<file path="src/rtl/fpdec_pkg.sv">
package fpdec_pkg;
  localparam int INSN_W = 32;
  localparam int OP_W   = 6;
  localparam int FMT_W  = 4;
  localparam int REG_W  = 5;
  localparam int CRF_W  = 3;
  localparam int IMM_W  = 4;
  localparam int MASK_W = 8;
  localparam int DISP_W = 16;

  typedef enum logic [OP_W-1:0] {
    OP_NONE  = 6'd0,
    OP_LDS   = 6'd1,  OP_LDD   = 6'd2,  OP_STS   = 6'd3,  OP_STD   = 6'd4,
    OP_STIW  = 6'd5,
    OP_DIV   = 6'd6,  OP_SUB   = 6'd7,  OP_ADD   = 6'd8,  OP_SQRT  = 6'd9,
    OP_RE    = 6'd10, OP_MUL   = 6'd11, OP_RSQE  = 6'd12, OP_MSUB  = 6'd13,
    OP_MADD  = 6'd14, OP_NMSUB = 6'd15, OP_NMADD = 6'd16, OP_SEL   = 6'd17,
    OP_CMPU  = 6'd18, OP_RSP   = 6'd19, OP_CVTI  = 6'd20, OP_CVTIZ = 6'd21,
    OP_CMPO  = 6'd22, OP_SETB  = 6'd23, OP_NEG   = 6'd24, OP_MVFLD = 6'd25,
    OP_CLRB  = 6'd26, OP_MOVE  = 6'd27, OP_SETFI = 6'd28, OP_NABS  = 6'd29,
    OP_ABS   = 6'd30, OP_RDST  = 6'd31, OP_WRST  = 6'd32
  } op_e;

  typedef enum logic [FMT_W-1:0] {
    FMT_NONE = 4'd0,  FMT_DISP = 4'd1,  FMT_IDX  = 4'd2,  FMT_AB   = 4'd3,
    FMT_AC   = 4'd4,  FMT_ABC  = 4'd5,  FMT_B    = 4'd6,  FMT_CMP  = 4'd7,
    FMT_CRF  = 4'd8,  FMT_BIT  = 4'd9,  FMT_IMM  = 4'd10, FMT_MASK = 4'd11,
    FMT_T    = 4'd12
  } fmt_e;

  // 5-bit arithmetic table; select exists only in the double-precision family
  function automatic op_e arith5(input logic [4:0] xo, input logic dbl);
    case (xo)
      5'd18:   return OP_DIV;
      5'd20:   return OP_SUB;
      5'd21:   return OP_ADD;
      5'd22:   return OP_SQRT;
      5'd23:   return dbl ? OP_SEL : OP_NONE;
      5'd24:   return OP_RE;
      5'd25:   return OP_MUL;
      5'd26:   return OP_RSQE;
      5'd28:   return OP_MSUB;
      5'd29:   return OP_MADD;
      5'd30:   return OP_NMSUB;
      5'd31:   return OP_NMADD;
      default: return OP_NONE;
    endcase
  endfunction

  function automatic fmt_e arith_fmt(input op_e op);
    case (op)
      OP_DIV, OP_SUB, OP_ADD:                        return FMT_AB;
      OP_MUL:                                        return FMT_AC;
      OP_SQRT, OP_RE, OP_RSQE:                       return FMT_B;
      OP_MSUB, OP_MADD, OP_NMSUB, OP_NMADD, OP_SEL:  return FMT_ABC;
      default:                                       return FMT_NONE;
    endcase
  endfunction
endpackage

</file>
<file path="src/rtl/fpdec_classify.sv">
module fpdec_classify
  import fpdec_pkg::*;
(
  input  logic [5:0]       prim_i,
  input  logic [REG_W-1:0] base_i,
  input  logic [9:0]       xo_i,
  output op_e              op_o,
  output fmt_e             fmt_o,
  output logic             sp_o,
  output logic             upd_o,
  output logic             legal_o
);
  logic is_mem;
  logic base_zero;

  assign is_mem    = (prim_i[5:3] == 3'b110);
  assign base_zero = (base_i == '0);

  always_comb begin
    op_o  = OP_NONE;
    fmt_o = FMT_NONE;
    sp_o  = 1'b0;
    upd_o = 1'b0;
    if (is_mem) begin
      fmt_o = FMT_DISP;
      upd_o = prim_i[0];
      case (prim_i[2:1])
        2'd0:    op_o = OP_LDS;
        2'd1:    op_o = OP_LDD;
        2'd2:    op_o = OP_STS;
        default: op_o = OP_STD;
      endcase
    end else begin
      case (prim_i)
        6'd31: begin
          fmt_o = FMT_IDX;
          case (xo_i)
            10'd535: op_o = OP_LDS;
            10'd567: begin op_o = OP_LDS; upd_o = 1'b1; end
            10'd599: op_o = OP_LDD;
            10'd631: begin op_o = OP_LDD; upd_o = 1'b1; end
            10'd663: op_o = OP_STS;
            10'd695: begin op_o = OP_STS; upd_o = 1'b1; end
            10'd727: op_o = OP_STD;
            10'd759: begin op_o = OP_STD; upd_o = 1'b1; end
            10'd983: op_o = OP_STIW;
            default: op_o = OP_NONE;
          endcase
        end
        6'd59: begin
          op_o  = arith5(xo_i[4:0], 1'b0);
          fmt_o = arith_fmt(op_o);
          sp_o  = 1'b1;
        end
        6'd63: begin
          if (xo_i[4]) begin
            op_o  = arith5(xo_i[4:0], 1'b1);
            fmt_o = arith_fmt(op_o);
          end else begin
            case (xo_i)
              10'd0:   begin op_o = OP_CMPU;  fmt_o = FMT_CMP;  end
              10'd12:  begin op_o = OP_RSP;   fmt_o = FMT_B;    end
              10'd14:  begin op_o = OP_CVTI;  fmt_o = FMT_B;    end
              10'd15:  begin op_o = OP_CVTIZ; fmt_o = FMT_B;    end
              10'd32:  begin op_o = OP_CMPO;  fmt_o = FMT_CMP;  end
              10'd38:  begin op_o = OP_SETB;  fmt_o = FMT_BIT;  end
              10'd40:  begin op_o = OP_NEG;   fmt_o = FMT_B;    end
              10'd64:  begin op_o = OP_MVFLD; fmt_o = FMT_CRF;  end
              10'd70:  begin op_o = OP_CLRB;  fmt_o = FMT_BIT;  end
              10'd72:  begin op_o = OP_MOVE;  fmt_o = FMT_B;    end
              10'd134: begin op_o = OP_SETFI; fmt_o = FMT_IMM;  end
              10'd136: begin op_o = OP_NABS;  fmt_o = FMT_B;    end
              10'd264: begin op_o = OP_ABS;   fmt_o = FMT_B;    end
              10'd583: begin op_o = OP_RDST;  fmt_o = FMT_T;    end
              10'd711: begin op_o = OP_WRST;  fmt_o = FMT_MASK; end
              default: begin op_o = OP_NONE;  fmt_o = FMT_NONE; end
            endcase
          end
        end
        default: op_o = OP_NONE;
      endcase
    end
  end

  // zero base: forbidden for displacement update and indexed non-update (bar store-integer-word)
  always_comb begin
    legal_o = (op_o != OP_NONE);
    if (fmt_o == FMT_DISP && upd_o && base_zero)
      legal_o = 1'b0;
    if (fmt_o == FMT_IDX && !upd_o && base_zero && op_o != OP_STIW)
      legal_o = 1'b0;
  end
endmodule

</file>
<file path="src/rtl/fpdec_fields.sv">
module fpdec_fields
  import fpdec_pkg::*;
#(
  parameter int XLEN = 32
) (
  input  logic [25:0]       body_i,
  input  fmt_e              fmt_i,
  output logic [REG_W-1:0]  rt_o,
  output logic [REG_W-1:0]  ra_o,
  output logic [REG_W-1:0]  rb_o,
  output logic [REG_W-1:0]  rc_o,
  output logic [XLEN-1:0]   disp_o,
  output logic [CRF_W-1:0]  crf_dst_o,
  output logic [CRF_W-1:0]  crf_src_o,
  output logic [IMM_W-1:0]  imm_o,
  output logic [MASK_W-1:0] mask_o,
  output logic [REG_W-1:0]  bit_o
);
  localparam int EXT_W = (XLEN > DISP_W) ? XLEN - DISP_W : 1;

  logic use_t, use_a, use_b, use_c;
  logic [XLEN-1:0] disp_ext;

  assign use_t = fmt_i inside {FMT_DISP, FMT_IDX, FMT_AB, FMT_AC, FMT_ABC, FMT_B, FMT_T};
  assign use_a = fmt_i inside {FMT_DISP, FMT_IDX, FMT_AB, FMT_AC, FMT_ABC, FMT_CMP};
  assign use_b = fmt_i inside {FMT_IDX, FMT_AB, FMT_ABC, FMT_B, FMT_CMP, FMT_MASK};
  assign use_c = fmt_i inside {FMT_AC, FMT_ABC};

  generate
    if (XLEN > DISP_W) begin : g_sext
      assign disp_ext = {{EXT_W{body_i[DISP_W-1]}}, body_i[DISP_W-1:0]};
    end else begin : g_trunc
      assign disp_ext = body_i[XLEN-1:0];
    end
  endgenerate

  assign rt_o      = use_t ? body_i[25:21] : '0;
  assign ra_o      = use_a ? body_i[20:16] : '0;
  assign rb_o      = use_b ? body_i[15:11] : '0;
  assign rc_o      = use_c ? body_i[10:6]  : '0;
  assign disp_o    = (fmt_i == FMT_DISP) ? disp_ext : '0;
  assign crf_dst_o = (fmt_i inside {FMT_CMP, FMT_CRF, FMT_IMM}) ? body_i[25:23] : '0;
  assign crf_src_o = (fmt_i == FMT_CRF)  ? body_i[20:18] : '0;
  assign imm_o     = (fmt_i == FMT_IMM)  ? body_i[15:12] : '0;
  assign mask_o    = (fmt_i == FMT_MASK) ? body_i[24:17] : '0;
  assign bit_o     = (fmt_i == FMT_BIT)  ? body_i[25:21] : '0;
endmodule

</file>
<file path="src/rtl/fpdec_hold.sv">
module fpdec_hold #(
  parameter int W = 8
) (
  input  logic         clk_i,
  input  logic         rst_ni,
  input  logic         en_i,
  input  logic [W-1:0] d_i,
  output logic [W-1:0] q_o
);
  always_ff @(posedge clk_i or negedge rst_ni) begin
    if (!rst_ni)   q_o <= '0;
    else if (en_i) q_o <= d_i;
  end
endmodule

</file>
<file path="src/rtl/fpu_insn_decoder.sv">
module fpu_insn_decoder
  import fpdec_pkg::*;
#(
  parameter int XLEN = 32
) (
  input  logic              clk_i,
  input  logic              rst_ni,
  input  logic              valid_i,
  input  logic [INSN_W-1:0] insn_i,
  output logic              valid_o,
  output logic              illegal_o,
  output logic [OP_W-1:0]   op_o,
  output logic [FMT_W-1:0]  fmt_o,
  output logic              sp_o,
  output logic              update_o,
  output logic              zero_base_o,
  output logic              record_o,
  output logic [REG_W-1:0]  rt_o,
  output logic [REG_W-1:0]  ra_o,
  output logic [REG_W-1:0]  rb_o,
  output logic [REG_W-1:0]  rc_o,
  output logic [XLEN-1:0]   disp_o,
  output logic [CRF_W-1:0]  crf_dst_o,
  output logic [CRF_W-1:0]  crf_src_o,
  output logic [IMM_W-1:0]  imm_o,
  output logic [MASK_W-1:0] mask_o,
  output logic [REG_W-1:0]  bit_o
);
  typedef struct packed {
    logic              ill;
    logic [OP_W-1:0]   op;
    logic [FMT_W-1:0]  fmt;
    logic              sp;
    logic              upd;
    logic              zb;
    logic              rec;
    logic [REG_W-1:0]  rt;
    logic [REG_W-1:0]  ra;
    logic [REG_W-1:0]  rb;
    logic [REG_W-1:0]  rc;
    logic [XLEN-1:0]   disp;
    logic [CRF_W-1:0]  cd;
    logic [CRF_W-1:0]  cs;
    logic [IMM_W-1:0]  imm;
    logic [MASK_W-1:0] mask;
    logic [REG_W-1:0]  bi;
  } bund_t;

  localparam int BUND_W = $bits(bund_t);

  op_e   cls_op;
  fmt_e  cls_fmt;
  logic  cls_sp, cls_upd, cls_legal;
  logic [REG_W-1:0]  f_rt, f_ra, f_rb, f_rc, f_bit;
  logic [XLEN-1:0]   f_disp;
  logic [CRF_W-1:0]  f_cd, f_cs;
  logic [IMM_W-1:0]  f_imm;
  logic [MASK_W-1:0] f_mask;
  bund_t bund_d, bund_s;
  logic [BUND_W-1:0] bund_q;

  fpdec_classify i_classify (
    .prim_i  (insn_i[31:26]),
    .base_i  (insn_i[20:16]),
    .xo_i    (insn_i[10:1]),
    .op_o    (cls_op),
    .fmt_o   (cls_fmt),
    .sp_o    (cls_sp),
    .upd_o   (cls_upd),
    .legal_o (cls_legal)
  );

  fpdec_fields #(.XLEN(XLEN)) i_fields (
    .body_i    (insn_i[25:0]),
    .fmt_i     (cls_fmt),
    .rt_o      (f_rt),
    .ra_o      (f_ra),
    .rb_o      (f_rb),
    .rc_o      (f_rc),
    .disp_o    (f_disp),
    .crf_dst_o (f_cd),
    .crf_src_o (f_cs),
    .imm_o     (f_imm),
    .mask_o    (f_mask),
    .bit_o     (f_bit)
  );

  always_comb begin
    bund_d = '0;
    if (cls_legal) begin
      bund_d.op   = cls_op;
      bund_d.fmt  = cls_fmt;
      bund_d.sp   = cls_sp;
      bund_d.upd  = cls_upd;
      bund_d.zb   = (cls_fmt inside {FMT_DISP, FMT_IDX}) && (insn_i[20:16] == '0);
      bund_d.rec  = insn_i[0];
      bund_d.rt   = f_rt;
      bund_d.ra   = f_ra;
      bund_d.rb   = f_rb;
      bund_d.rc   = f_rc;
      bund_d.disp = f_disp;
      bund_d.cd   = f_cd;
      bund_d.cs   = f_cs;
      bund_d.imm  = f_imm;
      bund_d.mask = f_mask;
      bund_d.bi   = f_bit;
    end
    bund_d.ill = !cls_legal;
  end

  fpdec_hold #(.W(BUND_W)) i_hold (
    .clk_i  (clk_i),
    .rst_ni (rst_ni),
    .en_i   (valid_i),
    .d_i    (bund_d),
    .q_o    (bund_q)
  );

  always_ff @(posedge clk_i or negedge rst_ni) begin
    if (!rst_ni) valid_o <= 1'b0;
    else         valid_o <= valid_i;
  end

  assign bund_s      = bund_t'(bund_q);
  assign illegal_o   = bund_s.ill;
  assign op_o        = bund_s.op;
  assign fmt_o       = bund_s.fmt;
  assign sp_o        = bund_s.sp;
  assign update_o    = bund_s.upd;
  assign zero_base_o = bund_s.zb;
  assign record_o    = bund_s.rec;
  assign rt_o        = bund_s.rt;
  assign ra_o        = bund_s.ra;
  assign rb_o        = bund_s.rb;
  assign rc_o        = bund_s.rc;
  assign disp_o      = bund_s.disp;
  assign crf_dst_o   = bund_s.cd;
  assign crf_src_o   = bund_s.cs;
  assign imm_o       = bund_s.imm;
  assign mask_o      = bund_s.mask;
  assign bit_o       = bund_s.bi;
endmodule

</file>
<file path="config.mk">
export PLATFORM = sky130hd
export DESIGN_NAME = fpu_insn_decoder
export DESIGN_NICKNAME = d
export VERILOG_FILES = /design/src/rtl/fpdec_pkg.sv /design/src/rtl/fpdec_classify.sv /design/src/rtl/fpdec_fields.sv /design/src/rtl/fpdec_hold.sv /design/src/rtl/fpu_insn_decoder.sv
export SDC_FILE = /design/constraint.sdc
export NUM_CORES = 1
export LEC_CHECK = 0
export BUFFER_PORTS_ARGS = -buffer_cell sky130_fd_sc_hd__buf_2
export CELL_PAD_IN_SITES_DETAIL_PLACEMENT = 1
export CELL_PAD_IN_SITES_GLOBAL_PLACEMENT = 1
export CORE_UTILIZATION = 30
export CTS_CLUSTER_SIZE = 20
export DETAILED_ROUTE_END_ITERATION = 8
export HOLD_SLACK_MARGIN = 0.15
export PLACE_DENSITY_LB_ADDON = 0.1
export SYNTH_ARGS = -nofsm -noshare
export SYNTH_HDL_FRONTEND = slang
export SYNTH_HIERARCHICAL = 1
export SYNTH_SLANG_ARGS = --single-unit
</file>
<file path="constraint.sdc">
create_clock -name clk_i -period 1.3 [get_ports clk_i]
set_input_delay 0.13 -clock clk_i [delete_from_list [all_inputs] [get_ports clk_i]]
set_output_delay 0.13 -clock clk_i [all_outputs]
set_load 0.1 [all_outputs]
</file>
==> results of run 1 <==
[metrics by stage]
| step | TNS [ns] | cell area, sq um | worst slack (ns) | hold slack, ns | std cells |
|---|---|---|---|---|---|
| detailed placement | -189.60 | 8170 | -2.17 | 0.0599 | 1080 |
| floorplan | -137.57 | 6600 | -1.63 | -0.166 | 607 |
| CTS | -144.41 | 9320 | -1.63 | 0.154 | 1124 |
| finish | -147.70 | 9590 | -1.67 | 0.161 | 1129 |
| global route | -154.37 | 9590 | -1.74 | 0.161 | 1129 |
| global placement | -181.00 | 8170 | -2.08 | 0.0538 | 1080 |
[registers in the layout, summed over array words and instances (netlist names)]
name / flops
i_hold/q_o: 90
valid_o: 1
[layout make-up]
type	count	area, sq um
timing repair buffer	283	2420
multi-input combinational	452	4200
fill	2343	11600
sequential	91	2280
tap	275	344
clock buffer	9	225
clock inverter	7	67.6
inverter	12	62.6
[how the worst min path moves through the flow]
| stage | slack, ns | to | startpoint | cells after the start |
|---|---|---|---|---|
| 2_1_floorplan | -0.17 | i_hold/q_o[0] | rst_ni | 0 |
| 3_3_place_gp | 0.05 | i_hold/q_o[44] | rst_ni | 1 |
| 3_5_place_dp | 0.06 | i_hold/q_o[42] | rst_ni | 1 |
| 4_1_cts | 0.15 | i_hold/q_o[43] | valid_i | 2 |
| 5_1_grt | 0.16 | i_hold/q_o[43] | valid_i | 2 |
| 6_report | 0.16 | i_hold/q_o[75] | insn_i[0] | 3 |
[cell usage after synthesis, drive strengths merged, types with 9 or more instances]
cell	instances	area, sq um
mux2	92	1370
buf	46	437
nor2	28	105
inv	12	45.0
a21oi	9	45.0
o21ai	22	114
and2	122	763
dfrtp	91	2280
nand3	14	70.1
nor3	21	110
nand2	30	113
ha	9	113
[repair_timing]
item / CTS / global route
resized for setup: 154 / 67
cloned: 8 / 3
endpoints found under the setup margin: 127 / 128
hold buffers: 1 / 0
hold endpoints to repair: 91 / 0
buffers inserted: 22 / 2
pin swaps: 20 / 8
[per-layer routing]
metal	vias to the layer above	track usage
li1	2601	-
met1	2701	0.257
met2	86	0.349
met3	20	0.0235
met4	0	0.0515
met5	-	0
[power by group through the flow]
stage	Clock, mW	Sequential (mW)	Combinational (mW)
2_1_floorplan	0	3.13	0.641
3_3_place_gp	0	2.93	1.38
3_5_place_dp	0	2.93	1.40
4_1_cts	2.71	2.87	1.75
5_1_grt	2.82	2.88	1.92
6_report	2.62	2.87	1.81
[worst min-delay path, stage by stage]
cell,delay (ns)
buf_2,0.10
and2_1,0.12
mux2_4,0.13
[logic make-up after synthesis]
logic type / after synthesis
xor+xnor: 4
fa+ha+maj: 9
compound gates: 79
buf+inv: 66
flops: 91
simple gates: 265
mux: 93
==> flow_summary.toml, run 1 <==
[yosys]
async_flop_share = 1.00
syn-cell-area_sq_um = 6510
synth_xor_area_frac = 0.00538
synth_cell_types = 77
yosys_warnings = 6
synth_top_family_by_area = "simple AND/OR/NAND/NOR gates"
synthMuxAreaShare = 0.214
ys.flop_type = "dfrtp_1"
syn_inst = 607
synth_edf_count = 0
synth_compound_area_frac = 0.0949
avgSynthCellArea_sq_um = 10.7
synth_simple_gate_area_frac = 0.239
ys_seq_elements = 91
syn_nets = 651
yosysSeqAreaShare = 0.350
synth_fa_ha_area_frac = 0.0173

[timing]
worst_slack_ns = -1.67
post-route-period-util = 2.28
min_period_ns = 2.97
slew_violations = 0
rsz0062_at_grt = "true"
max_clock_freq_ghz = 0.337
worstMarginPinSlew_ns = 0.573
hold_viol = 0
setup_viol = 90
maxSlewHeadroom = 0.618
clock_skew_ns = 0

[cells_and_area]
layout_commonest_cell = "buf_4"
drive_gt1_frac = 0.614
utilization = 0.454
final_cell_mix = "buf_4 (166), dfrtp_1 (91), mux2_4 (90)"
nNetsFinal = 893
area_growth_pct = 47.4
diodes = 0

[pwr]
irDropWorstVdd_v = 0.000452
powerDensity_nw_per_um2 = 761
p_int_mw = 5.02
total_leakage_power_nw = 4.75
power.total_mw = 7.30
sw_frac_of_total = 0.313
comb_power_share = 0.248
power_frac_seq = 0.394
switchingPower_mw = 2.29
clkPwrFrac = 0.359

[cts]
h-tree-depth = 3
tritoncts = "built"
cts_inserted_buffers = 9
ctsLongestPathBuffers = 2
path_clk_slew_ns = 0.07
clock_latency_ns = 0.35
cts_root_buf = "clkbuf_16"
cts.sinks = 91

[routing]
drc = 0
met1_length_microns = 9910
firstDrtPassIters = 4
initialDrtViolationCount = 179
num_vias = 5408
wire_per_inst_microns = 19.2
viasPerCell = 4.79
wl_met2_microns = 11000
dr.max_layer_used = "met4"
drtAntennaViolNets = 0
finalWirelength_microns = 21700
wl_met3_microns = 483

[worst_setup_path]
setup.worst_path.end_class = "flop"
critPathKind = "input port to flop"
reg2regPathDepth = 1
start_kind = "input port"
rr_startpoint = "i_hold/q_o[28]"
max_stage_delay_ns = 0.50
worstPathArrival_ns = 3.20
critPathBufInv = 6
cp-startpoint = "insn_i[1]"
cp_slowest_cell = "mux4_2"
crit_path_end = "i_hold/q_o[35]"
critPathRequiredTime_ns = 1.53
path_cells = "buf_8, inv_6, ha_4, mux4_2, buf_6, buf_6, a221o_1, o211a_4, o221ai_4, nand3b_4, a311oi_4, nor3_4, buf_12, buf_12, and2_4, mux2_4"
crit_family = "compound AO/OA/AOI/OAI gates"
cp.depth = 16
r2r-end = "i_hold/q_o[28]"
crit_fanout = 6
r2r_slack_ns = 0.44

[global_routing]
grt_usage = 0.199
grt_pass1_wl_microns = 34000
antenna_found_initial = 0
overflow = 0
grt_max_degree = 40
grt_pass1_vias = 5922

[placement]
dpl.hpwl_microns = 15400
port_buffers = 125
gp_congestion = 0.828

[die]
die_w_microns = 149
die_h_microns = 149
pin_count = 126
start_util = 0.308
core-area_sq_um = 21200
die_area_sq_um = 22300
rows = 53

[run_status]
status = "complete, but fails checks"
violations = "negative setup slack"

[job]
max-cap-violations = 0

[min_path]
hp-class = "input port to flop"
Power figures use the tool's default switching activity.
==> run 2: changes to the inputs <==
--- a/config.mk
+++ b/config.mk
@@ -8,7 +8,7 @@
 export BUFFER_PORTS_ARGS = -buffer_cell sky130_fd_sc_hd__buf_2
 export CELL_PAD_IN_SITES_DETAIL_PLACEMENT = 1
 export CELL_PAD_IN_SITES_GLOBAL_PLACEMENT = 1
-export CORE_UTILIZATION = 30
+export CORE_UTILIZATION = 48
 export CTS_CLUSTER_SIZE = 20
 export DETAILED_ROUTE_END_ITERATION = 8
 export HOLD_SLACK_MARGIN = 0.15
==> run 2 against run 1 <==
  * The run still ends with negative setup slack left
  * Clock power rose by 12%
  * Worst setup slack worse by 0.21 ns
  * Cell count decreased by 8.9%
  * Power up 5.8%
  * Design area decreased by 1.1%
  * Critical path type unchanged
  * Largest cell class unchanged
==> flow_summary.toml, run 2 (same netlist as run 1, synthesis figures left out) <==
[cells_and_area]
top_register = "i_hold/q_o"
largest_reg_flops = 90
stdcell_count = 1028
area_growth_pct = 45.7
final.fill_count = 1344
layout_commonest_cell = "buf_4"
final_area_sq_um = 9490
utilization = 0.716
final_cell_mix = "buf_4 (168), dfrtp_1 (91), mux2_4 (90)"
nNetsFinal = 890
reg.largest.list = "i_hold/q_o x90, valid_o x1"
drive_gt1_frac = 0.624

[cts]
cts_root_buf = "clkbuf_16"
clock_latency_ns = 0.36
h-tree-depth = 3
cts_inserted_buffers = 9
cts.sinks = 91
path_clk_slew_ns = 0.08
ctsLongestPathBuffers = 2
tritoncts = "built"

[pwr]
powerDensity_nw_per_um2 = 815
irDropWorstVdd_v = 0.000612
power.total_mw = 7.73
clkPwrFrac = 0.380
p_int_mw = 5.15
switchingPower_mw = 2.57
comb_power_share = 0.247
total_leakage_power_nw = 4.72
power_frac_seq = 0.373
sw_frac_of_total = 0.333

[worst_setup_path]
crit_fanout = 14
max_stage_delay_ns = 0.39
critPathKind = "input port to flop"
setup.worst_path.end_class = "flop"
path_cells = "buf_12, ha_1, nand4b_1, buf_4, buf_4, nor3_1, o31ai_1, buf_4, a31oi_1, nor3_2, buf_4, nand3b_4, a311oi_4, nor3_4, buf_6, buf_6, and2_1, mux2_4"
critPathRequiredTime_ns = 1.55
worstPathArrival_ns = 3.42
critPathBufInv = 7
start_kind = "input port"
cp_common_cell = "buf_4"
cp_slowest_cell = "a311oi_4"
crit_family = "buffers and inverters"

[placement]
place_ws_ns = -2.09
dp.cells = 974
port_buffers = 125
dpl.hpwl_microns = 15300
gp_congestion = 0.831
placed_area_sq_um = 7970

[timing]
worstMarginPinSlew_ns = 0.684
clock_skew_ns = 0
slew_violations = 0
hold_viol = 0
setup_tns_ns = -163.97
worst_slack_ns = -1.87
setup_viol = 95
hold_ws_ns = 0.169
max_clock_freq_ghz = 0.315
min_period_ns = 3.17
rsz0062_at_grt = "true"
post-route-period-util = 2.44
maxSlewHeadroom = 0.538

[global_routing]
grt_pass1_wl_microns = 42600
grt_usage = 0.410
antenna_found_initial = 1
grt_pass1_vias = 6874
grt_max_degree = 37
overflow = 0

[routing]
drtAntennaViolNets = 0
num_vias = 6587
firstDrtPassIters = 5
finalWirelength_microns = 32300
wire_per_inst_microns = 31.5
initialDrtViolationCount = 744
drc = 0
viasPerCell = 6.41

[min_path]
hp-class = "input port to flop"

[die]
die_w_microns = 118
core-area_sq_um = 13200
start_util = 0.492
die_area_sq_um = 14000
rows = 42
pin_count = 126
die_h_microns = 118

[run_status]
status = "complete, but fails checks"
violations = "negative setup slack"

[job]
max-cap-violations = 0
run 2: cell count changes in the layout (fill, tap and decap cells not counted), sizes merged, moves of 2 or more:
cell      delta
clkinvlp     +3
clkinv       -3
clkbuf       +2
buf          -7
run 2: worst paths after layout:
path | startpoint | endpoint | slack (ns) | depth (start not counted)
worst max-delay path | insn_i[1] | i_hold/q_o[85] | -1.87 | 18
worst min-delay path | valid_i | valid_o | 0.17 | 2
worst max register to register | i_hold/q_o[19] | i_hold/q_o[19] | 0.43 | 1
worst min register to register | i_hold/q_o[28] | i_hold/q_o[28] | 0.52 | 1
max in group asynchronous | rst_ni | i_hold/q_o[87] | 0.48 | 3
min in group asynchronous | rst_ni | i_hold/q_o[14] | 0.27 | 2
run 2: layout make-up:
type / instances / area [sq um] / share of cell area
antenna: 1 / 2.50 / 0.000264
clock buffer: 9 / 225 / 0.0237
clock inverter: 7 / 83.8 / 0.00884
inverter: 12 / 70.1 / 0.00739
multi-input combinational: 453 / 4270 / 0.450
sequential: 91 / 2280 / 0.240
tap: 176 / 220 / 0.0232
timing repair buffer: 279 / 2330 / 0.246
run 2: layer usage:
layer,vias to the layer above,share of wire,global-route usage
met2,466,0.49,0.706
met5,-,0,0
li1,2596,-,-
met4,0,0.074,0.222
met1,3364,0.37,0.483
met3,161,0.067,0.0758
run 2: power by group through the flow:
stage / Combinational (mW) / Sequential [mW] / Clock [mW]
after floorplan: 0.641 / 3.13 / 0
after global placement: 1.32 / 2.93 / 0
after detailed placement: 1.36 / 2.93 / 0
after CTS: 1.69 / 2.87 / 2.86
after global routing: 1.95 / 2.88 / 3.03
final: 1.91 / 2.88 / 2.94
run 2: timing repair:
action | in CTS | in global routing
buffers inserted | 13 | 14
resized for setup | 172 | 83
cloned | 10 | 0
pin swaps | 28 | 15
endpoints found under the setup margin | 134 | 130
hold buffers | 2 | 0
hold endpoints to repair | 92 | 0
